==> src/rtl/lcd_pkg.sv <==
package lcd_pkg;

   typedef enum logic [1:0] {
      MODE_OFF  = 2'b00,
      MODE_UP   = 2'b01,
      MODE_DOWN = 2'b10,
      MODE_AUTO = 2'b11
   } lcd_mode_e;

   localparam int N_PATTERNS = 2;
   localparam int PAT_UP     = 0;
   localparam int PAT_DOWN   = 1;

endpackage

==> src/rtl/lcd_pattern_window.sv <==
module lcd_pattern_window #(
   parameter int PERIOD = 5
) (
   input  logic clk,
   input  logic rst_n,
   input  logic bit_valid,
   input  logic bit_in,
   output logic hit
);

   localparam int HIST_W = PERIOD - 1;

   if (PERIOD < 2) begin : g_bad_period
      $error("lcd_pattern_window: PERIOD must be at least 2");
   end

   logic [HIST_W-1:0] hist_q;
   logic [PERIOD-1:0] window;

   // The newest bit sits in the LSB, and older bits shift up.
   assign window = {hist_q, bit_in};

   // Start from all ones so that reset state never looks like a pattern.
   always_ff @(posedge clk or negedge rst_n) begin
      if (!rst_n) begin
         hist_q <= '1;
      end else if (bit_valid) begin
         hist_q <= window[HIST_W-1:0];
      end
   end

   // If every window of PERIOD bits holds exactly one 1, the stream
   // repeats with period PERIOD in the "zeros then a one" shape.
   always_comb begin
      hit = ($countones(window) == 1);
   end

endmodule

==> src/rtl/lcd_persist_timer.sv <==
module lcd_persist_timer #(
   parameter int HOLD_BITS = 7_720_000
) (
   input  logic clk,
   input  logic rst_n,
   input  logic enable,
   input  logic flush,
   input  logic rearm,
   input  logic bit_valid,
   input  logic hit,
   output logic fire
);

   localparam int          CNT_W = $clog2(HOLD_BITS + 2);
   localparam logic [CNT_W-1:0] LIMIT     = CNT_W'(HOLD_BITS + 1);
   localparam logic [CNT_W-1:0] LIMIT_M1  = CNT_W'(HOLD_BITS);

   if (HOLD_BITS < 2) begin : g_bad_hold
      $error("lcd_persist_timer: HOLD_BITS must be at least 2");
   end

   logic [CNT_W-1:0] cnt_q;
   logic             counting;

   assign counting = enable && !flush;

   // The run length saturates at LIMIT, so one run fires only once.
   always_ff @(posedge clk or negedge rst_n) begin
      if (!rst_n) begin
         cnt_q <= '0;
      end else if (!counting || rearm) begin
         cnt_q <= '0;
      end else if (bit_valid) begin
         if (!hit) begin
            cnt_q <= '0;
         end else if (cnt_q != LIMIT) begin
            cnt_q <= cnt_q + 1'b1;
         end
      end
   end

   always_comb begin
      fire = counting && bit_valid && hit && (cnt_q == LIMIT_M1);
   end

   a_r4_miss_restart: assert property (@(posedge clk) disable iff (!rst_n)
      (counting && bit_valid && !hit) |=> (cnt_q == '0));

   a_r4_count_bound: assert property (@(posedge clk) disable iff (!rst_n)
      cnt_q <= LIMIT);

   a_r5_idle_holds: assert property (@(posedge clk) disable iff (!rst_n)
      (counting && !rearm && !bit_valid) |=> $stable(cnt_q));

   a_r4_flush_clears: assert property (@(posedge clk) disable iff (!rst_n)
      flush |=> (cnt_q == '0));

endmodule

==> src/rtl/lcd_loop_ctrl.sv <==
module lcd_loop_ctrl
   import lcd_pkg::*;
(
   input  logic       clk,
   input  logic       rst_n,
   input  logic [1:0] mode,
   input  logic       stat_clr,
   input  logic       fire,
   output logic       det_enable,
   output logic       mode_flush,
   output logic       rearm,
   output logic       watch_down,
   output logic       status,
   output logic       loopback
);

   lcd_mode_e mode_cur;
   lcd_mode_e mode_q;
   logic      is_auto;
   logic      enter_auto;
   logic      status_q;
   logic      lb_q;

   assign mode_cur   = lcd_mode_e'(mode);
   assign is_auto    = (mode_cur == MODE_AUTO);
   assign mode_flush = (mode_cur != mode_q);
   assign enter_auto = mode_flush && is_auto;
   assign det_enable = (mode_cur != MODE_OFF);

   // In automatic mode each detection switches the target pattern.
   assign rearm      = fire && is_auto;
   assign watch_down = (mode_cur == MODE_DOWN) || (is_auto && lb_q);

   always_ff @(posedge clk or negedge rst_n) begin
      if (!rst_n) begin
         mode_q   <= MODE_OFF;
         status_q <= 1'b0;
         lb_q     <= 1'b0;
      end else begin
         mode_q <= mode_cur;
         if (mode_flush) begin
            lb_q <= 1'b0;
            if (is_auto || stat_clr) begin
               status_q <= 1'b0;
            end
         end else if (fire) begin
            status_q <= 1'b1;
            if (is_auto) begin
               lb_q <= !lb_q;
            end
         end else if (stat_clr) begin
            status_q <= 1'b0;
         end
      end
   end

   assign status   = status_q;
   assign loopback = lb_q;

   a_r1_off_no_set: assert property (@(posedge clk) disable iff (!rst_n)
      (mode_cur == MODE_OFF) |=> !$rose(status_q));

   a_r6_sticky: assert property (@(posedge clk) disable iff (!rst_n)
      (status_q && !stat_clr && !enter_auto) |=> status_q);

   a_r8_enter_clears: assert property (@(posedge clk) disable iff (!rst_n)
      enter_auto |=> (!status_q && !lb_q));

   a_r9_lb_with_status: assert property (@(posedge clk) disable iff (!rst_n)
      $rose(lb_q) |-> status_q);

   a_r10_lb_only_auto: assert property (@(posedge clk) disable iff (!rst_n)
      (mode_q != MODE_AUTO) |-> !lb_q);

endmodule

==> src/rtl/loop_code_detector.sv <==
module loop_code_detector
   import lcd_pkg::*;
#(
   parameter int HOLD_BITS = 7_720_000,
   parameter int UP_LEN    = 5,
   parameter int DOWN_LEN  = 3
) (
   input  logic       clk,
   input  logic       rst_n,
   input  logic       rx_bit,
   input  logic       rx_valid,
   input  logic [1:0] mode,
   input  logic       stat_clr,
   input  logic       irq_en,
   output logic       status,
   output logic       irq,
   output logic       loopback
);

   if (UP_LEN == DOWN_LEN) begin : g_bad_lens
      $error("loop_code_detector: the two pattern periods must differ");
   end

   logic [N_PATTERNS-1:0] pat_hit;
   logic                  sel_hit;
   logic                  fire;
   logic                  det_enable;
   logic                  mode_flush;
   logic                  rearm;
   logic                  watch_down;

   for (genvar g = 0; g < N_PATTERNS; g++) begin : g_match
      localparam int LEN = (g == PAT_UP) ? UP_LEN : DOWN_LEN;
      lcd_pattern_window #(.PERIOD(LEN)) u_win (
         .clk       (clk),
         .rst_n     (rst_n),
         .bit_valid (rx_valid),
         .bit_in    (rx_bit),
         .hit       (pat_hit[g])
      );
   end

   assign sel_hit = watch_down ? pat_hit[PAT_DOWN] : pat_hit[PAT_UP];

   lcd_persist_timer #(.HOLD_BITS(HOLD_BITS)) u_timer (
      .clk       (clk),
      .rst_n     (rst_n),
      .enable    (det_enable),
      .flush     (mode_flush),
      .rearm     (rearm),
      .bit_valid (rx_valid),
      .hit       (sel_hit),
      .fire      (fire)
   );

   lcd_loop_ctrl u_ctrl (
      .clk        (clk),
      .rst_n      (rst_n),
      .mode       (mode),
      .stat_clr   (stat_clr),
      .fire       (fire),
      .det_enable (det_enable),
      .mode_flush (mode_flush),
      .rearm      (rearm),
      .watch_down (watch_down),
      .status     (status),
      .loopback   (loopback)
   );

   assign irq = status & irq_en;

   a_r7_irq_gated: assert property (@(posedge clk) disable iff (!rst_n)
      !irq_en |-> !irq);

endmodule

==> config.mk <==
export PLATFORM = sky130hd
export DESIGN_NAME = loop_code_detector
export DESIGN_NICKNAME = d
export VERILOG_FILES = /design/src/rtl/lcd_pkg.sv /design/src/rtl/lcd_pattern_window.sv /design/src/rtl/lcd_persist_timer.sv /design/src/rtl/lcd_loop_ctrl.sv /design/src/rtl/loop_code_detector.sv
export SDC_FILE = /design/constraint.sdc
export NUM_CORES = 1
export LEC_CHECK = 0
export ABC_CLOCK_PERIOD_IN_PS = 4460
export BUFFER_PORTS_ARGS = -buffer_cell sky130_fd_sc_hd__buf_2
export CAP_MARGIN = 15
export CORE_UTILIZATION = 50
export CTS_CLUSTER_DIAMETER = 150
export DETAILED_ROUTE_END_ITERATION = 16
export GPL_ROUTABILITY_DRIVEN = 0
export GPL_TIMING_DRIVEN = 0
export MAX_ROUTING_LAYER = met4
export PLACE_DENSITY = 0.78
export SLEW_MARGIN = 20
export SYNTH_ARGS = -nofsm -noshare
export SYNTH_HDL_FRONTEND = slang
export SYNTH_SLANG_ARGS = --single-unit
export TNS_END_PERCENT = 5
==> constraint.sdc <==
create_clock -name clk -period 4.46 [get_ports clk]
set_input_delay 0.669 -clock clk [delete_from_list [all_inputs] [get_ports clk]]
set_output_delay 0.669 -clock clk [all_outputs]
set_load 0.05 [all_outputs]
==> run_results.csv, run 1 <==
group,metric,value,unit
timing,fin_crit,3.56,ns
timing,hold_viol_final,0,
logic_synthesis,netlist_area,2130,um^2
grt,antenna_found_initial,0,
pwr,p_leak,0.00101,uW
grt,grt-ovfl-total,0,
clock_tree,clock-sinks,31,
pwr,p_clk_share,39.8,%
cells_and_area,sequential_cell_area,781,um^2
cells_and_area,final_nets,253,
clock_tree,cts_buffer_depth,2,
outcome,outcome,"completed",
grt,grt_util_all_layers,24.1,%
timing,finalSetupViolCount,0,
setup_path,cpPeakStageDelay,0.61,ns
logic_synthesis,yosys_warnings,0,
worst_hold_path,hold_path.class,"in -> async",
flow_run,max-cap-violations,0,
timing,worst_pin_slew,0.751,ns
placed_design,port-buffer-count,10,
cells_and_area,syn_to_final_growth,10.1,%
die,die_w,67.3,um
setup_path,critPathRequiredTime,4.62,ns
pwr,cellPowerDensity,280,nW/um^2
clock_tree,insertion_delay,0.28,ns
logic_synthesis,synth_edf_count,0,
setup_path,setup.worst_path.start_class,"input port",
logic_synthesis,async_flop_share,100,%
cells_and_area,multi_input_area,1200,um^2
timing,relSlewSlack,49.7,%
pwr,intPower,494,uW
detailed_routing,ant_nets,0,
timing,drv_slew,0,
detailed_routing,wl_per_cell,16.2,um
detailed_routing,drt_iter0_drc,95,
die,std_cell_rows,23,
cells_and_area,fillers,350,
setup_path,cp.arrival,3.71,ns
die,start_util,52.5,%
setup_path,crit_chain,"buf_2, ha_1, fa_1, inv_1, fa_1, o2111a_1, o211ai_1, dlygate4sd1_1, nor3_1, a221o_2",
pwr,seq_power_share,45.4,%
detailed_routing,vias_per_cell,6.27,
pwr,total_power,657,uW
cells_and_area,fin_area,2350,um^2
clock_tree,holdBufCountCts,0,
grt,grt_max_degree,32,
die,fp.dieH,67.3,um
logic_synthesis,ys_types,54,
logic_synthesis,syn_avg_cell_area,9.77,um^2
setup_path,cp-end-kind,"register",
pwr,p_sw_share,24.8,%
clock_tree,cts_tree,"built",
setup_path,r2r_end,"u_timer.cnt_q[7]",
pwr,ir_drop,0.201,mV
detailed_routing,totalWireLength,4620,um
grt,grt_pass1_wl,7890,um
logic_synthesis,synth-main-ff-cell,"dfrtp_1",
timing,max_clock_freq,0.281,GHz
clock_tree,htreeDepth,2,
setup_path,crit_slowest_cell,"o211ai_1",
logic_synthesis,ys_ff_latch,31,
setup_path,cp_max_fo,10,
pwr,combinationalPowerShare,14.8,%
timing,setup_tns,0,ns
timing,clock-skew-final,0.00733,ns
setup_path,worstRegToRegCells,9,
clock_tree,postCtsSetupRepairBufs,0,
detailed_routing,m1WireLength,2250,um
cells_and_area,final_cell_mix,"27 x dfrtp_1, 19 x nand2_1, 15 x inv_1",
placed_design,place_area,2240,um^2
clock_tree,cts_root_buffer,"clkbuf_8",
logic_synthesis,synth_cells,218,
setup_path,crit_start,"rx_bit",
detailed_routing,drc,0,
detailed_routing,top_layer,"met4",
die,ios,11,
timing,min_period_over_period,79.7,%
grt,grt_pass1_vias,1634,
cells_and_area,layout_commonest_cell,"dfrtp_1",
detailed_routing,vias,1787,
detailed_routing,routed-wl-met3,232,um
clock_tree,clkTransAtPathRegs,0.07,ns
setup_path,reg2reg_from,"g_match[0].u_win.hist_q[0]",
setup_path,crit_type,"in -> reg",
logic_synthesis,ys_seq_area_share,36.6,%
timing,rsz0062_at_grt,"no",
pwr,p_sw,163,uW
die,coreArea,4060,um^2
die,dieArea,4530,um^2
clock_tree,numCtsBuffers,5,
cells_and_area,diodes,0,
cells_and_area,post-route-util,57.8,%
setup_path,reg2reg_slack,0.93,ns
detailed_routing,wl_met2,2130,um
logic_synthesis,synth_fp_nets,236,
detailed_routing,dr.pass1.iters,4,
clock_tree,cts_resized,0,
setup_path,cpMostUsedCell,"fa_1",
placed_design,dpl.hpwl,3310,um
cells_and_area,layout-drive-gt1-share,19.6,%
==> cell usage after synthesis (all sizes together) (2+ instances only) <==
cell | count | share of area (%)
or2 | 2 | 0.59
buf | 6 | 2.9
a221o | 16 | 8.0
mux2 | 3 | 1.6
or4 | 4 | 1.4
dfstp | 4 | 4.9
or3 | 5 | 1.5
nand2 | 19 | 3.3
nand3 | 9 | 2.1
a211oi | 2 | 0.70
and3 | 3 | 0.88
inv | 15 | 2.6
dfrtp | 27 | 32
and2b | 2 | 0.70
a31o | 3 | 1.2
o2111a | 4 | 2.1
a21oi | 3 | 0.70
xnor2 | 2 | 0.82
fa | 3 | 2.8
ha | 7 | 4.1
o21ai | 6 | 1.4
nor4 | 7 | 2.1
nor4bb | 4 | 1.9
nor3 | 10 | 2.3
nand4b | 2 | 0.82
nor4b | 4 | 1.6
and2 | 6 | 1.8
nand4 | 6 | 1.8
nor2 | 13 | 2.3
dlymetal6s2s | 2 | 1.2
==> flip-flops by register name, summed over array words and instances (netlist names) <==
signal                cells
u_ctrl.loopback           1
u_ctrl.status             1
u_ctrl.mode_q             2
g_match.u_win.hist_q      4
u_timer.cnt_q            23
==> stage by stage <==
step                      hold WS [ns]  cells  setup slack [ns]
after floorplan                  0.373    218              1.19
after global placement           0.483    278             0.663
after detailed placement         0.514    278             0.641
after CTS                        0.454    285             0.943
after global routing             0.493    285             0.741
final                            0.433    285             0.904
==> kinds of logic (layout without fill, tap and decap cells) <==
kind of cell	Yosys count	after routing	share of synthesized area [%]
adder cells (fa/ha/maj)	10	10	6.93
multiplexers	3	3	1.59
AND/OR/NAND/NOR	100	100	26.9
buffers and inverters	24	41	7.10
AO/OA/AOI/OAI	48	48	20.0
XOR/XNOR	2	2	0.822
flip-flops	31	31	36.6
==> metal layers <==
| layer | track usage, % | vias up |
|---|---|---|
| li1 | - | 875 |
| met1 | 34.0 | 862 |
| met2 | 35.4 | 48 |
| met3 | 4.22 | 2 |
| met4 | 6.65 | 0 |
| met5 | - | - |
==> area by class of cell <==
| type | instances | area share [%] |
|---|---|---|
| Timing Repair Buffer | 10 | 2.13 |
| Clock buffer | 6 | 3.09 |
| Multi-Input combinational cell | 163 | 51.1 |
| Clock inverter | 1 | 1.28 |
| Inverter | 15 | 2.40 |
| Buffer | 9 | 4.05 |
| Sequential cell | 31 | 33.3 |
| Tap cell | 50 | 2.67 |
==> power by group through the flow <==
| stage | Sequential (uW) | Clock [uW] | Combinational [uW] |
|---|---|---|---|
| floorplan | 302 | 0 | 68.4 |
| finish | 299 | 261 | 97.2 |
| detailed placement | 304 | 0 | 96.7 |
| CTS | 299 | 267 | 97.5 |
| global route | 300 | 279 | 113 |
| global placement | 303 | 0 | 94.0 |
==> worst max-delay path by stage <==
| stage | endpoint | slack (ns) | depth (start not counted) |
|---|---|---|---|
| floorplan | u_timer.cnt_q[22] | 1.19 | 9 |
| global placement | u_timer.cnt_q[8] | 0.66 | 10 |
| detailed placement | u_timer.cnt_q[22] | 0.64 | 10 |
| CTS | u_timer.cnt_q[7] | 0.94 | 10 |
| global route | u_timer.cnt_q[8] | 0.74 | 10 |
| finish | u_timer.cnt_q[7] | 0.90 | 10 |
==> worst max-delay path, delay by kind of cell <==
family	cells	cell delay, ns
AND/OR/NAND/NOR	1	0.10
adder cells (fa/ha/maj)	3	1.15
buffers and inverters	3	0.71
AO/OA/AOI/OAI	3	1.07
No activity file was read; power rests on OpenSTA's default activity.
==> inputs of run 2 (changes only) <==
--- a/config.mk
+++ b/config.mk
@@ -5,7 +5,7 @@
 export SDC_FILE = /design/constraint.sdc
 export NUM_CORES = 1
 export LEC_CHECK = 0
-export ABC_CLOCK_PERIOD_IN_PS = 4460
+export ABC_CLOCK_PERIOD_IN_PS = 3300
 export BUFFER_PORTS_ARGS = -buffer_cell sky130_fd_sc_hd__buf_2
 export CAP_MARGIN = 15
 export CORE_UTILIZATION = 50
==> constraint.sdc (replaced) <==
create_clock -name clk -period 3.3 [get_ports clk]
set_input_delay 0.495 -clock clk [delete_from_list [all_inputs] [get_ports clk]]
set_output_delay 0.495 -clock clk [all_outputs]
set_load 0.05 [all_outputs]
==> run 2 against run 1 <==
  * Cell count grew 0.70%
  * Total power up 36%
  * First-iteration DRC count increased by 20%
  * Count of clock-buffer cells in the layout unchanged
==> run_results.csv, run 2 (same netlist as run 1, synthesis figures left out) <==
group,metric,value,unit
grt,grt-ovfl-total,0,
flow_run,max-cap-violations,0,
detailed_routing,ant_nets,0,
cells_and_area,final_cell_mix,"27 x dfrtp_1, 19 x nand2_1, 15 x inv_1",
grt,grt_pass1_wl,8020,um
clock_tree,cts_buffer_depth,2,
timing,fin_crit,3.16,ns
die,dieArea,4530,um^2
placed_design,dpl.hpwl,3310,um
grt,grt_util_all_layers,24.5,%
cells_and_area,diodes,0,
worst_hold_path,hold_path.class,"in -> async",
cells_and_area,largest_reg_flops,23,
setup_path,cp-end-kind,"register",
detailed_routing,drc,0,
cells_and_area,fin_area,2360,um^2
detailed_routing,vias_per_cell,6.27,
cells_and_area,layout-drive-gt1-share,21.1,%
die,start_util,52.5,%
timing,clock-skew-final,0.00680,ns
timing,relSlewSlack,53.2,%
setup_path,cp_max_fo,10,
detailed_routing,drt_iter0_drc,114,
clock_tree,insertion_delay,0.28,ns
pwr,ir_drop,0.271,mV
cells_and_area,syn_to_final_growth,10.9,%
clock_tree,numCtsBuffers,5,
timing,hold_viol_final,0,
die,coreArea,4060,um^2
detailed_routing,totalWireLength,4740,um
timing,min_period_over_period,95.6,%
die,fp.dieH,67.3,um
timing,rsz0062_at_grt,"no",
cells_and_area,layout_commonest_cell,"dfrtp_1",
detailed_routing,wl_per_cell,16.5,um
outcome,outcome,"completed",
die,std_cell_rows,23,
timing,finalSetupViolCount,0,
cells_and_area,top_register,"u_timer.cnt_q",
pwr,cellPowerDensity,379,nW/um^2
placed_design,place_area,2240,um^2
grt,grt_max_degree,32,
setup_path,cp.arrival,3.31,ns
cells_and_area,post-route-util,58.2,%
pwr,p_leak,0.00102,uW
timing,max_clock_freq,0.317,GHz
clock_tree,cts_root_buffer,"clkbuf_8",
cells_and_area,reg_top3,"u_timer.cnt_q (23), g_match.u_win.hist_q (4), u_ctrl.mode_q (2)",
clock_tree,clock-sinks,31,
clock_tree,htreeDepth,2,
cells_and_area,final_nets,255,
detailed_routing,dr.pass1.iters,4,
die,die_w,67.3,um
setup_path,worstRegToRegCells,10,
placed_design,pre_cts_ws,-0.345,ns
die,ios,11,
timing,worst_pin_slew,0.701,ns
timing,drv_slew,0,
grt,grt_pass1_vias,1662,
placed_design,port-buffer-count,10,
clock_tree,clkTransAtPathRegs,0.07,ns
setup_path,setup.worst_path.start_class,"register",
detailed_routing,vias,1800,
setup_path,critPathRequiredTime,3.45,ns
timing,setup_slack,0.145,ns
setup_path,crit_type,"reg -> reg",
clock_tree,cts_tree,"built",
grt,antenna_found_initial,0,
run 2: cell count changes in the layout (fill, tap and decap cells not counted), sizes merged:
cell / before / now
clkbuf: 6 / 7
buf: 16 / 18
dlygate4sd1: 1 / 0
run 2: report_power, final:
| part | switching [uW] | internal [uW] |
|---|---|---|
| Sequential | 9.35 | 394 |
| Clock | 131 | 221 |
| Combinational | 83.5 | 56.8 |
run 2: critical path, stage by stage (launching register included):
cell	delay [ns]
dfstp_2	0.55
ha_1	0.26
fa_1	0.39
inv_1	0.07
fa_1	0.20
o2111ai_2	0.20
a2111o_1	0.55
o211a_1	0.18
buf_6	0.14
buf_8	0.14
a221o_1	0.34
run 2: timing repair:
item	CTS	global route
resized for setup	0	2
buffers inserted	2	0
pin swaps	1	0
hold buffers	0	0
endpoints found under the setup margin	11	17
run 2: worst paths after layout:
check	start	endpoint	slack, ns
setup / recovery	g_match[0].u_win.hist_q[0]	u_timer.cnt_q[14]	0.14
hold / removal	rst_n	u_ctrl.mode_q[0]	0.26
setup reg to reg	g_match[0].u_win.hist_q[0]	u_timer.cnt_q[14]	0.14
hold reg to reg	g_match[0].u_win.hist_q[0]	g_match[0].u_win.hist_q[1]	0.50
max in group asynchronous	rst_n	u_timer.cnt_q[6]	2.59
min in group clk	mode[0]	u_ctrl.mode_q[0]	0.42
run 2: per-stage QoR:
stage	cells	TNS, ns	hold WS (ns)	total power, uW
floorplan	218	0	0.199	500
global placement	278	-3.61	0.483	537
detailed placement	278	-4.17	0.514	541
CTS	287	0	0.280	898
global route	287	0	0.320	943
finish	287	0	0.258	897
run 2: layout make-up:
class | instances | area (um^2)
tap | 50 | 62.6
clock buffer | 6 | 72.6
buffer | 9 | 91.3
clock inverter | 1 | 30.0
fill | 349 | 1690
timing repair buffer | 12 | 65.1
multi-input combinational | 163 | 1200
inverter | 15 | 56.3
sequential | 31 | 781
run 2: routing by layer:
metal	vias up	GRT usage [%]	part of all wire, %
li1	880	-	-
met1	874	34.5	49
met2	44	36.1	46
met3	2	4.22	4.2
met4	0	6.91	0.40
met5	-	-	0
==> inputs of run 3 (changes only) <==
--- a/config.mk
+++ b/config.mk
@@ -6,15 +6,16 @@
 export NUM_CORES = 1
 export LEC_CHECK = 0
 export ABC_CLOCK_PERIOD_IN_PS = 3300
-export BUFFER_PORTS_ARGS = -buffer_cell sky130_fd_sc_hd__buf_2
 export CAP_MARGIN = 15
+export CORE_ASPECT_RATIO = 0.7
 export CORE_UTILIZATION = 50
 export CTS_CLUSTER_DIAMETER = 150
 export DETAILED_ROUTE_END_ITERATION = 16
+export DONT_BUFFER_PORTS = 1
 export GPL_ROUTABILITY_DRIVEN = 0
 export GPL_TIMING_DRIVEN = 0
 export MAX_ROUTING_LAYER = met4
-export PLACE_DENSITY = 0.78
+export PLACE_DENSITY = 0.76
 export SLEW_MARGIN = 20
 export SYNTH_ARGS = -nofsm -noshare
 export SYNTH_HDL_FRONTEND = slang
==> run 3 against run 2 <==
  * Critical path depth unchanged
  * Core utilization up 0.085 points
  * Cell area down 1.4%
  * First-iteration DRC count up 75%
  * Sequential share of layout area up 0.48 points
  * Worst hold slack worse by 0.24 ns
  * Fmax down 1.5%
  * Combinational power up 4%
  * Count of clock-buffer cells in the layout down 1
  * Die area about the same
  * Sequential power about the same
==> run_results.csv, run 3 (same netlist as run 1, synthesis figures left out) <==
group,metric,value,unit
outcome,outcome,"completed",
setup_path,crit_chain,"ha_1, fa_1, inv_1, fa_1, o2111ai_2, a2111o_1, o211a_1, buf_6, buf_8, a221o_1",
timing,relSlewSlack,50.6,%
timing,max_clock_freq,0.312,GHz
clock_tree,cts_buffer_depth,2,
cells_and_area,multi_input_area,1210,um^2
setup_path,critPathRequiredTime,3.47,ns
detailed_routing,vias_per_cell,6.46,
timing,whs,0.0193,ns
detailed_routing,drc,0,
cells_and_area,largest_reg_flops,23,
die,std_cell_rows,19,
die,ios,11,
timing,hold_viol_final,0,
placed_design,dpl.hpwl,3680,um
cells_and_area,post-route-util,58.3,%
detailed_routing,vias,1822,
cells_and_area,diodes,0,
clock_tree,numCtsBuffers,5,
clock_tree,insertion_delay,0.29,ns
cells_and_area,top_register,"u_timer.cnt_q",
clock_tree,clkTransAtPathRegs,0.07,ns
pwr,combinationalPowerShare,17.3,%
timing,min_period_over_period,97.1,%
grt,grt_pass1_vias,1713,
timing,finalSetupViolCount,0,
grt,grt-ovfl-total,0,
setup_path,cp-end-kind,"register",
clock_tree,cts_tree,"built",
cells_and_area,layout-drive-gt1-share,19.6,%
timing,rsz0062_at_grt,"no",
detailed_routing,dr.pass1.iters,5,
detailed_routing,wl_per_cell,18.3,um
detailed_routing,drt_iter0_drc,199,
timing,fin_crit,3.20,ns
pwr,intPower,597,uW
grt,grt_util_all_layers,26.7,%
setup_path,worstRegToRegCells,10,
die,dieArea,4530,um^2
cells_and_area,reg_top3,"u_timer.cnt_q (23), g_match.u_win.hist_q (4), u_ctrl.mode_q (2)",
pwr,p_sw,245,uW
pwr,seq_power_share,48.0,%
setup_path,crit_slowest_cell,"dfstp_2",
die,fp.dieH,56.6,um
timing,setup_tns,0,ns
timing,worst_pin_slew,0.735,ns
die,start_util,53.4,%
setup_path,setup.worst_path.start_class,"register",
detailed_routing,totalWireLength,5170,um
pwr,p_sw_share,29.1,%
pwr,cellPowerDensity,362,nW/um^2
pwr,p_leak,0.000984,uW
grt,grt_max_degree,28,
die,coreArea,3990,um^2
cells_and_area,syn_to_final_growth,9.34,%
cells_and_area,final_nets,247,
grt,antenna_found_initial,0,
cells_and_area,fillers,353,
clock_tree,cts_root_buffer,"clkbuf_8",
cells_and_area,layout_commonest_cell,"dfrtp_1",
placed_design,pre_cts_ws,-0.319,ns
timing,clock-skew-final,0.00523,ns
setup_path,cpMostUsedCell,"fa_1",
setup_path,cp.arrival,3.37,ns
placed_design,port-buffer-count,0,
grt,grt_pass1_wl,8620,um
clock_tree,htreeDepth,2,
cells_and_area,final_cell_mix,"27 x dfrtp_1, 19 x nand2_1, 15 x inv_1",
detailed_routing,ant_nets,0,
clock_tree,clock-sinks,31,
setup_path,crit_type,"reg -> reg",
timing,drv_slew,0,
timing,setup_slack,0.0956,ns
flow_run,max-cap-violations,0,
setup_path,cp_max_fo,10,
cells_and_area,sequential_cell_area,781,um^2
worst_hold_path,hold_path.class,"in -> async",
pwr,ir_drop,0.296,mV
setup_path,cpPeakStageDelay,0.55,ns
die,die_w,80.0,um
pwr,p_clk_share,34.8,%
==> run 3: worst paths after layout <==
| check | from | to | slack, ns |
|---|---|---|---|
| min reg2reg | g_match[0].u_win.hist_q[0] | g_match[0].u_win.hist_q[1] | 0.51 |
| min | rst_n | u_timer.cnt_q[10] | 0.02 |
| min in group clk | mode[0] | u_ctrl.mode_q[0] | 0.23 |
| max reg2reg | g_match[0].u_win.hist_q[0] | u_timer.cnt_q[16] | 0.1 |
| max | g_match[0].u_win.hist_q[0] | u_timer.cnt_q[16] | 0.1 |
| max in group asynchronous | rst_n | u_timer.cnt_q[19] | 3.12 |
==> run 3: worst max-delay path, delay by kind of cell, from the launching register on <==
kind | cells | cell delay [ns]
flops | 1 | 0.55
compound gates | 4 | 1.28
fa+ha+maj | 3 | 0.87
buf+inv | 3 | 0.37
==> run 3: layout make-up <==
class / count / share of cell area [%]
clock inverters: 3 / 0.644
flip-flops and latches: 31 / 33.5
clock buffers: 5 / 2.95
repair buffers: 4 / 1.83
plain buffers: 9 / 3.92
multi-input cells: 163 / 51.9
inverters: 15 / 2.42
well taps: 52 / 2.79
==> run 3: per-layer routing <==
layer / share of wire [%] / track usage, % / up-vias / wire length, um
li1: - / - / 876 / -
met1: 50 / 39.6 / 878 / 2580
met2: 42 / 35.5 / 61 / 2180
met3: 6.9 / 6.83 / 7 / 354
met4: 1.0 / 7.65 / 0 / 52
met5: 0 / - / - / 0
==> run 3: power groups by stage <==
stage	clock [uW]	combinational (uW)	sequential, uW
after floorplan	0	92.4	408
after global placement	0	115	410
after detailed placement	0	123	411
after CTS	295	135	404
after global routing	314	160	406
final	293	146	404
==> run 3: through the flow <==
step / instances / power, uW / instance area, um^2
3_3_place_gp: 270 / 525 / 2200
2_1_floorplan: 218 / 500 / 2130
6_report: 282 / 843 / 2330
4_1_cts: 282 / 834 / 2320
3_5_place_dp: 270 / 534 / 2200
5_1_grt: 282 / 880 / 2330
==> run 3: what timing repair did <==
action	in CTS	in global routing
gates resized for setup	0	3
pin swaps	1	1
buffers inserted	3	0
gates cloned	0	0
endpoints found under the setup margin	16	17
hold buffers	1	0
endpoints found under the hold margin	27	0
